--- src/rtl/flash_wp_pkg.sv ---
package flash_wp_pkg;

  localparam int unsigned LVL_W = 4;

  typedef struct packed {
    logic             srwd;
    logic             tb;
    logic [LVL_W-1:0] bp;
  } wp_status_t;

  localparam int unsigned STAT_W = $bits(wp_status_t);

  // Window test: level 0 is open, levels above blk_w cover the array,
  // otherwise 2^(lvl-1) blocks from the end picked by tb.
  function automatic logic blk_protected(input logic [31:0] blk,
                                         input logic [LVL_W-1:0] lvl,
                                         input logic tb,
                                         input int unsigned blk_w);
    logic [31:0] cnt;
    logic [31:0] nblk;
    if (lvl == '0) return 1'b0;
    if (32'(lvl) > blk_w) return 1'b1;
    cnt  = 32'd1 << (lvl - 1'b1);
    nblk = 32'd1 << blk_w;
    return tb ? (blk >= nblk - cnt) : (blk < cnt);
  endfunction

endpackage

--- src/rtl/wp_status_reg.sv ---
module wp_status_reg
  import flash_wp_pkg::*;
(
  input  logic       clk,
  input  logic       rst_n,
  input  logic       sr_wr,
  input  wp_status_t wdata,
  input  logic       wp_n,
  input  logic       quad_mode,
  output wp_status_t status_q,
  output logic       wr_blocked,
  output logic       wr_taken
);

  logic pin_guard_on;

  assign pin_guard_on = ~quad_mode & ~wp_n;
  assign wr_blocked   = sr_wr & status_q.srwd & pin_guard_on;
  assign wr_taken     = sr_wr & ~wr_blocked;

  always_ff @(posedge clk or negedge rst_n) begin
    if (!rst_n) begin
      status_q <= '0;
    end else if (wr_taken) begin
      status_q <= wdata;
    end
  end

endmodule

--- src/rtl/wp_range_check.sv ---
module wp_range_check
  import flash_wp_pkg::*;
#(
  parameter int unsigned ADDR_W = 25,
  parameter int unsigned BLK_W  = 9
) (
  input  logic [ADDR_W-1:0] addr,
  input  wp_status_t        status,
  output logic [BLK_W-1:0]  blk_idx,
  output logic              hit
);

  assign blk_idx = addr[ADDR_W-1 -: BLK_W];
  assign hit     = blk_protected(32'(blk_idx), status.bp, status.tb, BLK_W);

endmodule

--- src/rtl/wp_decision.sv ---
module wp_decision (
  input  logic clk,
  input  logic rst_n,
  input  logic pe_req,
  input  logic hit,
  output logic grant,
  output logic deny
);

  always_ff @(posedge clk or negedge rst_n) begin
    if (!rst_n) begin
      grant <= 1'b0;
      deny  <= 1'b0;
    end else begin
      grant <= pe_req & ~hit;
      deny  <= pe_req & hit;
    end
  end

endmodule

--- src/rtl/flash_wp_unit.sv ---
module flash_wp_unit
  import flash_wp_pkg::*;
#(
  parameter int unsigned ADDR_W = 25,
  parameter int unsigned BLK_W  = 9
) (
  input  logic              clk,
  input  logic              rst_n,
  input  logic [ADDR_W-1:0] addr,
  input  logic              pe_req,
  input  logic              sr_wr,
  input  logic [STAT_W-1:0] sr_wdata,
  input  logic              wp_n,
  input  logic              quad_mode,
  output logic              grant,
  output logic              deny,
  output logic [LVL_W-1:0]  bp_level,
  output logic              tb_sel,
  output logic              srwd
);

  wp_status_t       status_q;
  wp_status_t       wdata_s;
  logic             wr_blocked;
  logic             wr_taken;
  logic [BLK_W-1:0] blk_idx;
  logic             hit;

  assign wdata_s = wp_status_t'(sr_wdata);

  wp_status_reg u_status (
    .clk        (clk),
    .rst_n      (rst_n),
    .sr_wr      (sr_wr),
    .wdata      (wdata_s),
    .wp_n       (wp_n),
    .quad_mode  (quad_mode),
    .status_q   (status_q),
    .wr_blocked (wr_blocked),
    .wr_taken   (wr_taken)
  );

  wp_range_check #(.ADDR_W(ADDR_W), .BLK_W(BLK_W)) u_range (
    .addr    (addr),
    .status  (status_q),
    .blk_idx (blk_idx),
    .hit     (hit)
  );

  wp_decision u_dec (
    .clk    (clk),
    .rst_n  (rst_n),
    .pe_req (pe_req),
    .hit    (hit),
    .grant  (grant),
    .deny   (deny)
  );

  assign bp_level = status_q.bp;
  assign tb_sel   = status_q.tb;
  assign srwd     = status_q.srwd;

endmodule

--- config.mk ---
export PLATFORM = sky130hd
export DESIGN_NAME = flash_wp_unit
export DESIGN_NICKNAME = d
export VERILOG_FILES = /design/src/rtl/flash_wp_pkg.sv /design/src/rtl/wp_status_reg.sv /design/src/rtl/wp_range_check.sv /design/src/rtl/wp_decision.sv /design/src/rtl/flash_wp_unit.sv
export SDC_FILE = /design/constraint.sdc
export NUM_CORES = 1
export LEC_CHECK = 0
export ABC_CLOCK_PERIOD_IN_PS = 3700
export BUFFER_PORTS_ARGS = -buffer_cell sky130_fd_sc_hd__buf_2
export CAP_MARGIN = 20
export CORE_MARGIN = 2
export CORE_UTILIZATION = 46
export CTS_CLUSTER_SIZE = 20
export DETAILED_ROUTE_END_ITERATION = 7
export HOLD_SLACK_MARGIN = 0.06
export PLACE_DENSITY = 0.89
export SLEW_MARGIN = 20
export SYNTH_ARGS = -nofsm -noshare
export SYNTH_HDL_FRONTEND = slang
export SYNTH_SLANG_ARGS = --single-unit
--- constraint.sdc ---
create_clock -name clk -period 3.7 [get_ports clk]
set_input_delay 0.37 -clock clk [delete_from_list [all_inputs] [get_ports clk]]
set_output_delay 0.37 -clock clk [all_outputs]
set_load 0.02 [all_outputs]
==> Word level (Yosys, flattened, before mapping) <==
Index checks and enable logic that the tools add are counted.
{ "word_totals": {"register_bits": 8, "latch_bits": 0, "ram_bits": 0, "rom_bits": 0, "input_bits": 37, "out_inout_bits": 8, "elab_cells": 30, "memories": 0} }
{ "op_classes": {"addsub": 2, "mul": 0, "div": 0, "n_lt_le_gt_ge": 3, "n_eq_ne": 0, "shifts": 1, "n_mux": 8, "bitwise": 10, "reduce_logical": 1} }
{ "ops": {"columns": ["operator", "count"], "rows": [
  ["$ge A9 B32 Y1", 1],
  ["$lt A9 B32 Y1", 1],
  ["$shl A1 B4 Y32 const A", 1],
  ["$sub A10 B32 Y32 const A", 1],
  ["$mux W1", 8],
  ["$and A1 B1 Y1", 6],
  ["$gt A4 B4 Y1 const B", 1],
  ["$logic_not A4 Y1", 1],
  ["$not A1 Y1", 4],
  ["$sub A4 B1 Y4 const B", 1]
]} }

==> Longest topological paths before layout <==
Gate-level depths: netlist of the first run.
{ "depth": {"word_depth": 9, "ltp_mapped": 12, "ltp_nobuf": 11} }

==> By module <==
From an unflattened synthesis of the first run, not the netlist that was laid out.
{ "unflattened": {"cells_unflattened": 139, "area_unflattened_um2": 1146.1} }
{ "by_module_without_submodules": {"columns": ["mod", "n_inst", "cells_per_inst", "area_per_inst_um2", "seq_area_each_um2"], "rows": [
  ["wp_range_check", 1, 103, 735.7, 0.0],
  ["wp_status_reg", 1, 32, 344.1, 150.1],
  ["wp_decision", 1, 4, 66.3, 50.0]
]} }

==> Worst setup path after synthesis of the first run <==
OpenSTA, ideal clock, no wires.
{ "synth_path": {"kind": "register to register", "from": "reg, netlist name u_status.status_q[1]", "to": "reg u_dec.deny", "setup_time_ns": 0.119, "arrival_time_ns": 2.592, "required_time_ns": 3.581, "slack_ns": 0.989, "stages_incl_launch_ff": 11, "path_buffers": 1, "period_less_slack_ns": 2.711, "cell_sequence": "dfrtp_1 > clkbuf_1 > nor2b_1 > nand2_1 > ha_1 > xnor2_1 > ha_1 > a2111o_1 > a311oi_1 > o221ai_2 > and2_1"} }
{ "synth_between": {"elab_chain_len": 8, "word_cells_on_any_way": 15, "classes_between": "add/sub (2); order compare (3); shift (1); mux (7); bitwise (1); reduce/logical (1)"} }
{ "synth_lines": {"columns": ["element", "line", "text"], "rows": [
  ["$sub A4 B1 Y4", "flash_wp_pkg.sv:23", "cnt = 32'd1 << (lvl - 1'b1);"],
  ["$shl A1 B4 Y32", "flash_wp_pkg.sv:23", null],
  ["$sub A10 B32 Y32", "flash_wp_pkg.sv:25", "return tb ? (blk >= nblk - cnt) : (blk < cnt);"],
  ["$ge A9 B32 Y1", "flash_wp_pkg.sv:25", null],
  ["$mux W1", "flash_wp_pkg.sv:25", null],
  ["$mux W1", "flash_wp_pkg.sv:23", null],
  ["$mux W1 *", "flash_wp_pkg.sv:22", "if (32'(lvl) > blk_w) return 1'b1;"],
  ["$and A1 B1 Y1 *", "wp_decision.sv:16", "deny <= pe_req & hit;"],
  ["end signal: assignment", "wp_decision.sv:16", null],
  ["end: declaration", "wp_decision.sv:7", "output logic deny"]
]} }
Every way passes the cells marked *; elsewhere a longest branch is shown, timed or not. The select of a mux whose other input is x is not followed.
A chain may end at the register's enable or synchronous reset.

==> Final worst setup path of the first run <==
{ "layout_path": {"from": "reg, netlist name u_status.status_q[1]", "to": "reg u_dec.deny"} }
{ "layout_between": {"elab_chain_len": 8, "word_cells_on_any_way": 15, "classes_between": "add/sub (2); order compare (3); shift (1); mux (7); bitwise (1); reduce/logical (1)"} }
{ "layout_lines": {"columns": ["element", "line"], "rows": [
  ["$sub A4 B1 Y4", "flash_wp_pkg.sv:23"],
  ["$shl A1 B4 Y32", "flash_wp_pkg.sv:23"],
  ["$sub A10 B32 Y32", "flash_wp_pkg.sv:25"],
  ["$ge A9 B32 Y1", "flash_wp_pkg.sv:25"],
  ["$mux W1", "flash_wp_pkg.sv:25"],
  ["$mux W1", "flash_wp_pkg.sv:23"],
  ["$mux W1 *", "flash_wp_pkg.sv:22"],
  ["$and A1 B1 Y1 *", "wp_decision.sv:16"]
]} }
Marks and branches as above.

==> run_results.csv, run 1 <==
group,metric,value,unit
run_status,status,"complete, no violations",
die,fp.dieW,49.77,µm
clock_tree,clk_pin_slew_worst_paths,60,ps
place,place.detailed.hpwl,1.812,mm
clock_tree,root_buffer,"clkbuf_4",
finish,antennaDiodeCount,0,
grt,grt_max_degree,18,
clock_tree,cts_setup_buffers,0,
grt,track_usage,0.2005,
worst_setup_path,crit_path_max_fanout,17,
finish,layout-drive-gt1-share,0.2878,
drt,drc_errors,0,
sta,rsz0062_at_grt,"false",
die,start_util,0.4911,
sta,drv_slew,0,
sta,clock_skew,7.736,ps
place,dp_cells,162,
synthesis,synthCells,111,
sta,worstMarginPinSlew,476.2,ps
clock_tree,tritoncts,"yes",
worst_setup_path,cp.required,3850,ps
sta,hold_viol_final,0,
die,fp.dieH,49.77,µm
power_and_ir_drop,power.total,387.8,µW
drt,wl_per_cell,13.08,µm
synthesis,synth_edf_count,0,
grt,grt_pass1_wl,3.870,mm
worst_setup_path,critPathLaunchType,"register",
finish,final_nets,197,
drt,vias_per_cell,5.590,
sta,relSlewSlack,0.6825,
sta,post-route-min-period,2939,ps
grt,busiest_layer,"met2",
power_and_ir_drop,p_leak,0.5526,nW
worst_setup_path,cp.arrival,3090,ps
die,coreArea,1962,µm²
synthesis,avgSynthCellArea,8.679,µm²
clock_tree,clock_latency,260,ps
finish,fin_area,1152,µm²
sta,finalSetupTns,0,ps
sta,setup_viol,0,
synthesis,ys_ff_latch,8,
clock_tree,cts_made_buffers,3,
drt,num_vias,928,
die,fp-row-count,16,
finish,final_common_cell,"buf_2",
power_and_ir_drop,power_density,336.5,nW/µm²
grt,met3_usage,0.05152,
grt,grt_pass1_vias,931,
synthesis,yosysUniqueCellTypes,29,
finish,fin_util,0.5874,
synthesis,syn-cell-area,963.4,µm²
drt,drt_iter0_markers,11,
finish,syn2layout_area_growth,19.61,%
clock_tree,clockBufferDepth,2,
grt,grtUsageMet2,0.3467,
worst_setup_path,path_class,"register to register",
grt,grt_overflow,0,
clock_tree,cts_sinks,8,
worst_setup_path,critical_path.endpoint_type,"register",
place,place_congestion,0.8771,
clock_tree,ctsResizeCount,0,
grt,antenna_found_initial,0,
die,fp.dieArea,2477,µm²
worst_hold_path,hp-class,"primary input to register",
clock_tree,cts_hold_buf,1,
synthesis,seq_area_frac_synth,0.2078,
synthesis,synthesis.nets,167,
drt,firstDrtPassIters,4,
grt,use_met1,0.2273,
place,portBuffers,28,
sta,timing.fmax,0.3403,GHz
synthesis,synth_flop_cell,"dfrtp_1",
run,maxCapViolCount,0,
synthesis,async_flop_share,1.000,
finish,finalNonFillerCells,166,
finish,most-common-layout-cells,"28 x buf_2, 19 x ha_1, 14 x nand2_1",
place,place_area,1120,µm²
power_and_ir_drop,irDropWorstVdd,0.2333,mV
synthesis,ys_warn_count,0,
drt,routed_wl,2.171,mm
drt,antenna_left,0,
sta,fin_crit_sh,0.7943,
die,ioPinCount,45,
clock_tree,h-tree-depth,1,
synth_stat cells, drive strengths merged, types with 2 or more instances:
library cell | count | area [µm²]
a211oi | 2 | 15.01
a21oi | 4 | 20.02
a22o | 2 | 17.52
and3 | 2 | 12.51
buf | 2 | 10.01
clkbuf | 2 | 7.510
dfrtp | 8 | 200.2
ha | 19 | 237.7
inv | 6 | 22.52
mux2 | 6 | 67.56
nand2 | 14 | 52.55
nand2b | 6 | 37.54
nand3 | 3 | 15.01
nor2 | 7 | 26.28
nor2b | 5 | 31.28
nor3 | 2 | 10.01
o211ai | 3 | 22.52
o21ai | 4 | 20.02
o221ai | 2 | 30.03
xnor2 | 3 | 26.28
final timing paths:
check	start	cells after the start	slack [ps]	to
setup / recovery	u_status.status_q[1]	11	760	u_dec.deny
hold / removal	pe_req	3	330	u_dec.grant
setup reg to reg	u_status.status_q[1]	11	760	u_dec.deny
hold reg to reg	u_status.status_q[5]	1	530	u_status.status_q[5]
max in group asynchronous	rst_n	2	3040	u_status.status_q[5]
min in group asynchronous	rst_n	2	480	u_dec.grant
critical path, stage by stage (launching register included):
cell      delay [ps]
dfrtp_1          630
nor2b_1          150
nand2_1          110
ha_1             310
nor2_1           110
a22o_1           250
ha_1             200
a211oi_1         220
nand2_1          140
a311oi_1         380
o221ai_2         160
and2_1           180
routing by layer:
metal  wire length (µm)  part of all wire
met5                  0                 0
met1                873              0.40
met3                 93             0.043
met4                 71             0.033
met2               1132              0.52
final cells by class:
class	instances	area [µm²]
Tap cell	27	33.78
Fill cell	189	809.5
Multi-Input combinational cell	93	723.2
Timing Repair Buffer	29	150.1
Clock buffer	3	22.52
Sequential cell	8	200.2
Inverter	6	22.52
metrics by stage:
stage,worst slack [ps],hold slack [ps]
6_report,761.1,330.6
3_5_place_dp,838.8,220.6
5_1_grt,514.8,330.7
4_1_cts,825.5,323.7
3_3_place_gp,913.4,211.8
2_1_floorplan,988.5,74.41
logic make-up (layout without fill, tap and decap cells):
kind of cell / Yosys count / count (layout) / share of synthesized area
AOI/OAI and AO/OA: 23 / 23 / 0.1896
DFF: 8 / 8 / 0.2078
buffers and inverters: 10 / 38 / 0.04156
and+or+nand+nor: 42 / 42 / 0.2169
muxes: 6 / 6 / 0.07012
xor gates and xnor gates: 3 / 3 / 0.02728
adders and majority gates: 19 / 19 / 0.2468
where the power goes:
group	switching [mW]	internal [mW]	total, mW
sequential	0.0244	0.0996	0.124
clock	0.0294	0.0371	0.0665
combinational	0.106	0.0909	0.197
total	0.160	0.228	0.388
registers in the layout, indices dropped and copies added (netlist names):
register and count:
u_status.status_q 6, u_dec.grant 1, u_dec.deny 1
Note: power is estimated with default switching activity, not from simulation.
==> run 2: changes to the inputs <==
--- a/config.mk
+++ b/config.mk
@@ -5,15 +5,16 @@
 export SDC_FILE = /design/constraint.sdc
 export NUM_CORES = 1
 export LEC_CHECK = 0
-export ABC_CLOCK_PERIOD_IN_PS = 3700
+export ABC_CLOCK_PERIOD_IN_PS = 2600
 export BUFFER_PORTS_ARGS = -buffer_cell sky130_fd_sc_hd__buf_2
 export CAP_MARGIN = 20
+export CORE_ASPECT_RATIO = 1.75
 export CORE_MARGIN = 2
-export CORE_UTILIZATION = 46
+export CORE_UTILIZATION = 42
 export CTS_CLUSTER_SIZE = 20
 export DETAILED_ROUTE_END_ITERATION = 7
 export HOLD_SLACK_MARGIN = 0.06
-export PLACE_DENSITY = 0.89
+export PLACE_DENSITY = 0.86
 export SLEW_MARGIN = 20
 export SYNTH_ARGS = -nofsm -noshare
 export SYNTH_HDL_FRONTEND = slang
==> constraint.sdc (replaced) <==
create_clock -name clk -period 2.6 [get_ports clk]
set_input_delay 0.26 -clock clk [delete_from_list [all_inputs] [get_ports clk]]
set_output_delay 0.26 -clock clk [all_outputs]
set_load 0.02 [all_outputs]
==> run 2 against run 1 <==
  * Clock-buffer cell count grew 1
  * Die area grew 9.3%
  * Via count grew 7.1%
  * Cell count grew 4.2%
  * First-iteration DRC count shrank 18%
  * Hold slack lost 85 ps
  * Critical path type unchanged
  * Final area grew 9.1%
  * Global-route usage grew 0.86 points
  * Clock skew shrank 4.4 ps
  * Setup slack lost 620 ps
  * Sequential power grew 27%
==> run_results.csv, run 2 (same netlist as run 1, synthesis figures left out) <==
group,metric,value,unit
run_status,status,"complete, no violations",
die,fp.dieH,67.36,µm
clock_tree,cts_setup_buffers,0,
clock_tree,clock_latency,230,ps
clock_tree,h-tree-depth,1,
power_and_ir_drop,seq_power_share,0.240,
finish,final_nets,205,
run,maxCapViolCount,0,
die,fp-row-count,23,
worst_setup_path,slowest_delay,420,ps
worst_setup_path,crit_top_cell,"nand2_1",
worst_setup_path,critPathLaunchType,"register",
place,place_congestion,0.8303,
power_and_ir_drop,p_leak,0.6002,nW
grt,grt_pass1_vias,1062,
finish,regArea,203.9,µm²
grt,grt_overflow,0,
power_and_ir_drop,netSwitchingFraction,0.3810,
finish,largest_reg_flops,6,
clock_tree,tritoncts,"yes",
worst_setup_path,critical_path_depth,11,
sta,finalSetupTns,0,ps
finish,multi_input_comb_area,744.5,µm²
finish,fin_area,1257,µm²
finish,layout-drive-gt1-share,0.3649,
sta,worstMarginPinSlew,285.2,ps
finish,reg_top3,"u_status.status_q: 6 flops, u_dec.deny: 1 flops, u_dec.grant: 1 flops",
drt,wl_met1,846,µm
sta,relSlewSlack,0.8084,
sta,drv_slew,0,
drt,dr_wl_met2,1.429,mm
sta,post-route-min-period,2460,ps
sta,setup_viol,0,
power_and_ir_drop,irDropWorstVdd,0.4110,mV
grt,track_usage,0.2091,
die,fp.dieArea,2708,µm²
clock_tree,cts_sinks,8,
power_and_ir_drop,power_density,522.4,nW/µm²
sta,hold-worst-slack,245.1,ps
worst_setup_path,path_class,"register to register",
place,dp_cells,168,
drt,num_vias,994,
power_and_ir_drop,intPower,406.6,µW
finish,finalNonFillerCells,173,
worst_setup_path,critPathBufInv,0,
worst_setup_path,worstRegToRegCells,11,
finish,fillers,213,
drt,drc_errors,0,
place,place.detailed.hpwl,2.157,mm
sta,fin_crit_sh,0.9461,
worst_hold_path,hold_depth,3,
drt,drt_iter0_markers,9,
clock_tree,cts_made_buffers,3,
die,ioPinCount,45,
finish,final_common_cell,"buf_2",
clock_tree,clockBufferDepth,2,
grt,antenna_found_initial,0,
worst_setup_path,crit_path_max_fanout,7,
drt,vias_per_cell,5.746,
die,start_util,0.4292,
finish,antennaDiodeCount,0,
drt,routed.top_layer,"met4",
die,fp.dieW,40.21,µm
worst_setup_path,crit_chain,"nor2b_1 -> nand2_1 -> ha_4 -> nor2_1 -> a22o_1 -> ha_1 -> a211oi_1 -> nand2_1 -> a311oi_2 -> o221ai_2 -> and2_1",
sta,timing.fmax,0.4065,GHz
sta,clock_skew,3.358,ps
worst_setup_path,cp.required,2720,ps
worst_setup_path,cp_slowest_cell,"dfrtp_2",
drt,routed_wl,2.473,mm
power_and_ir_drop,combPwrFrac,0.518,
worst_hold_path,hp-class,"primary input to register",
worst_setup_path,critical_path.endpoint_type,"register",
clock_tree,root_buffer,"clkbuf_8",
drt,routed-wl-met3,78,µm
place,place_area,1181,µm²
grt,grt_max_degree,15,
grt,grt_pass1_wl,3.953,mm
clock_tree,clk_pin_slew_worst_paths,40,ps
worst_setup_path,cp.arrival,2580,ps
finish,most-common-layout-cells,"28 x buf_2, 18 x ha_1, 14 x nand2_1",
finish,syn2layout_area_growth,30.52,%
drt,firstDrtPassIters,4,
drt,wl_per_cell,14.29,µm
die,coreArea,2245,µm²
worst_setup_path,crit_family,"compound AO/OA/AOI/OAI gates",
power_and_ir_drop,power.total,656.9,µW
sta,rsz0062_at_grt,"false",
power_and_ir_drop,power_frac_clock,0.242,
sta,hold_viol_final,0,
place,portBuffers,28,
power_and_ir_drop,switchingPower,250.3,µW
finish,regMostFlops,"u_status.status_q",
drt,antenna_left,0,
run 2: changes by cell type in the layout (fill, tap and decap cells not counted):
cell	before	now
clkbuf_8	0	3
dfrtp_1	8	5
clkbuf_4	3	0
dfrtp_2	0	3
nor2_1	7	6
ha_4	0	1
clkbuf_1	0	1
a311oi_2	0	1
nor2_2	0	1
ha_1	19	18
buf_4	0	8
a311oi_1	1	0
run 2: power groups by stage:
stage / registers [mW] / clock network, mW / logic, mW
after detailed placement: 0.159 / 0 / 0.330
after floorplan: 0.182 / 0 / 0.195
after global routing: 0.160 / 0.171 / 0.378
after CTS: 0.157 / 0.164 / 0.334
final: 0.158 / 0.159 / 0.340
after global placement: 0.157 / 0 / 0.309
run 2: worst paths after layout:
kind | startpoint | endpoint | slack (ps)
hold reg to reg | u_status.status_q[5] | u_status.status_q[5] | 540
hold / removal | pe_req | u_dec.grant | 250
min in group asynchronous | rst_n | u_status.status_q[3] | 390
max in group asynchronous | rst_n | u_status.status_q[2] | 2030
setup / recovery | u_status.status_q[1] | u_dec.deny | 140
setup reg to reg | u_status.status_q[1] | u_dec.deny | 140
run 2: area by class of cell:
type | count | share of cell area
flip-flops and latches | 8 | 0.1622
repair buffers | 37 | 0.1672
well taps | 25 | 0.02488
inverters | 6 | 0.01791
clock buffers | 4 | 0.03582
multi-input cells | 93 | 0.5920
run 2: through the flow:
stage          setup WS, ps  utilization
2_1_floorplan         16.56            -
3_5_place_dp         -43.87       0.5262
3_3_place_gp          53.68       0.5262
6_report              140.1       0.5602
4_1_cts               8.181       0.5518
5_1_grt               5.297       0.5602
run 2: worst register-to-register path: cells and delay by family, from the launching register on:
| kind | cells | cell delay, ps |
|---|---|---|
| fa+ha+maj | 2 | 400 |
| compound gates | 4 | 850 |
| simple gates | 5 | 690 |
| flops | 1 | 420 |
run 2: what timing repair did:
item,CTS,global route
gates resized for setup,1,3
pin swaps,0,3
endpoints found under the setup margin,1,2
hold buffers,1,0
endpoints found under the hold margin,8,0
run 2: metal layers:
layer  global-route usage  vias to the layer above
met5                    0                        -
met4               0.1500                        0
met3              0.02303                       11
met2               0.4093                       37
met1               0.1674                      465
li1                     -                      481
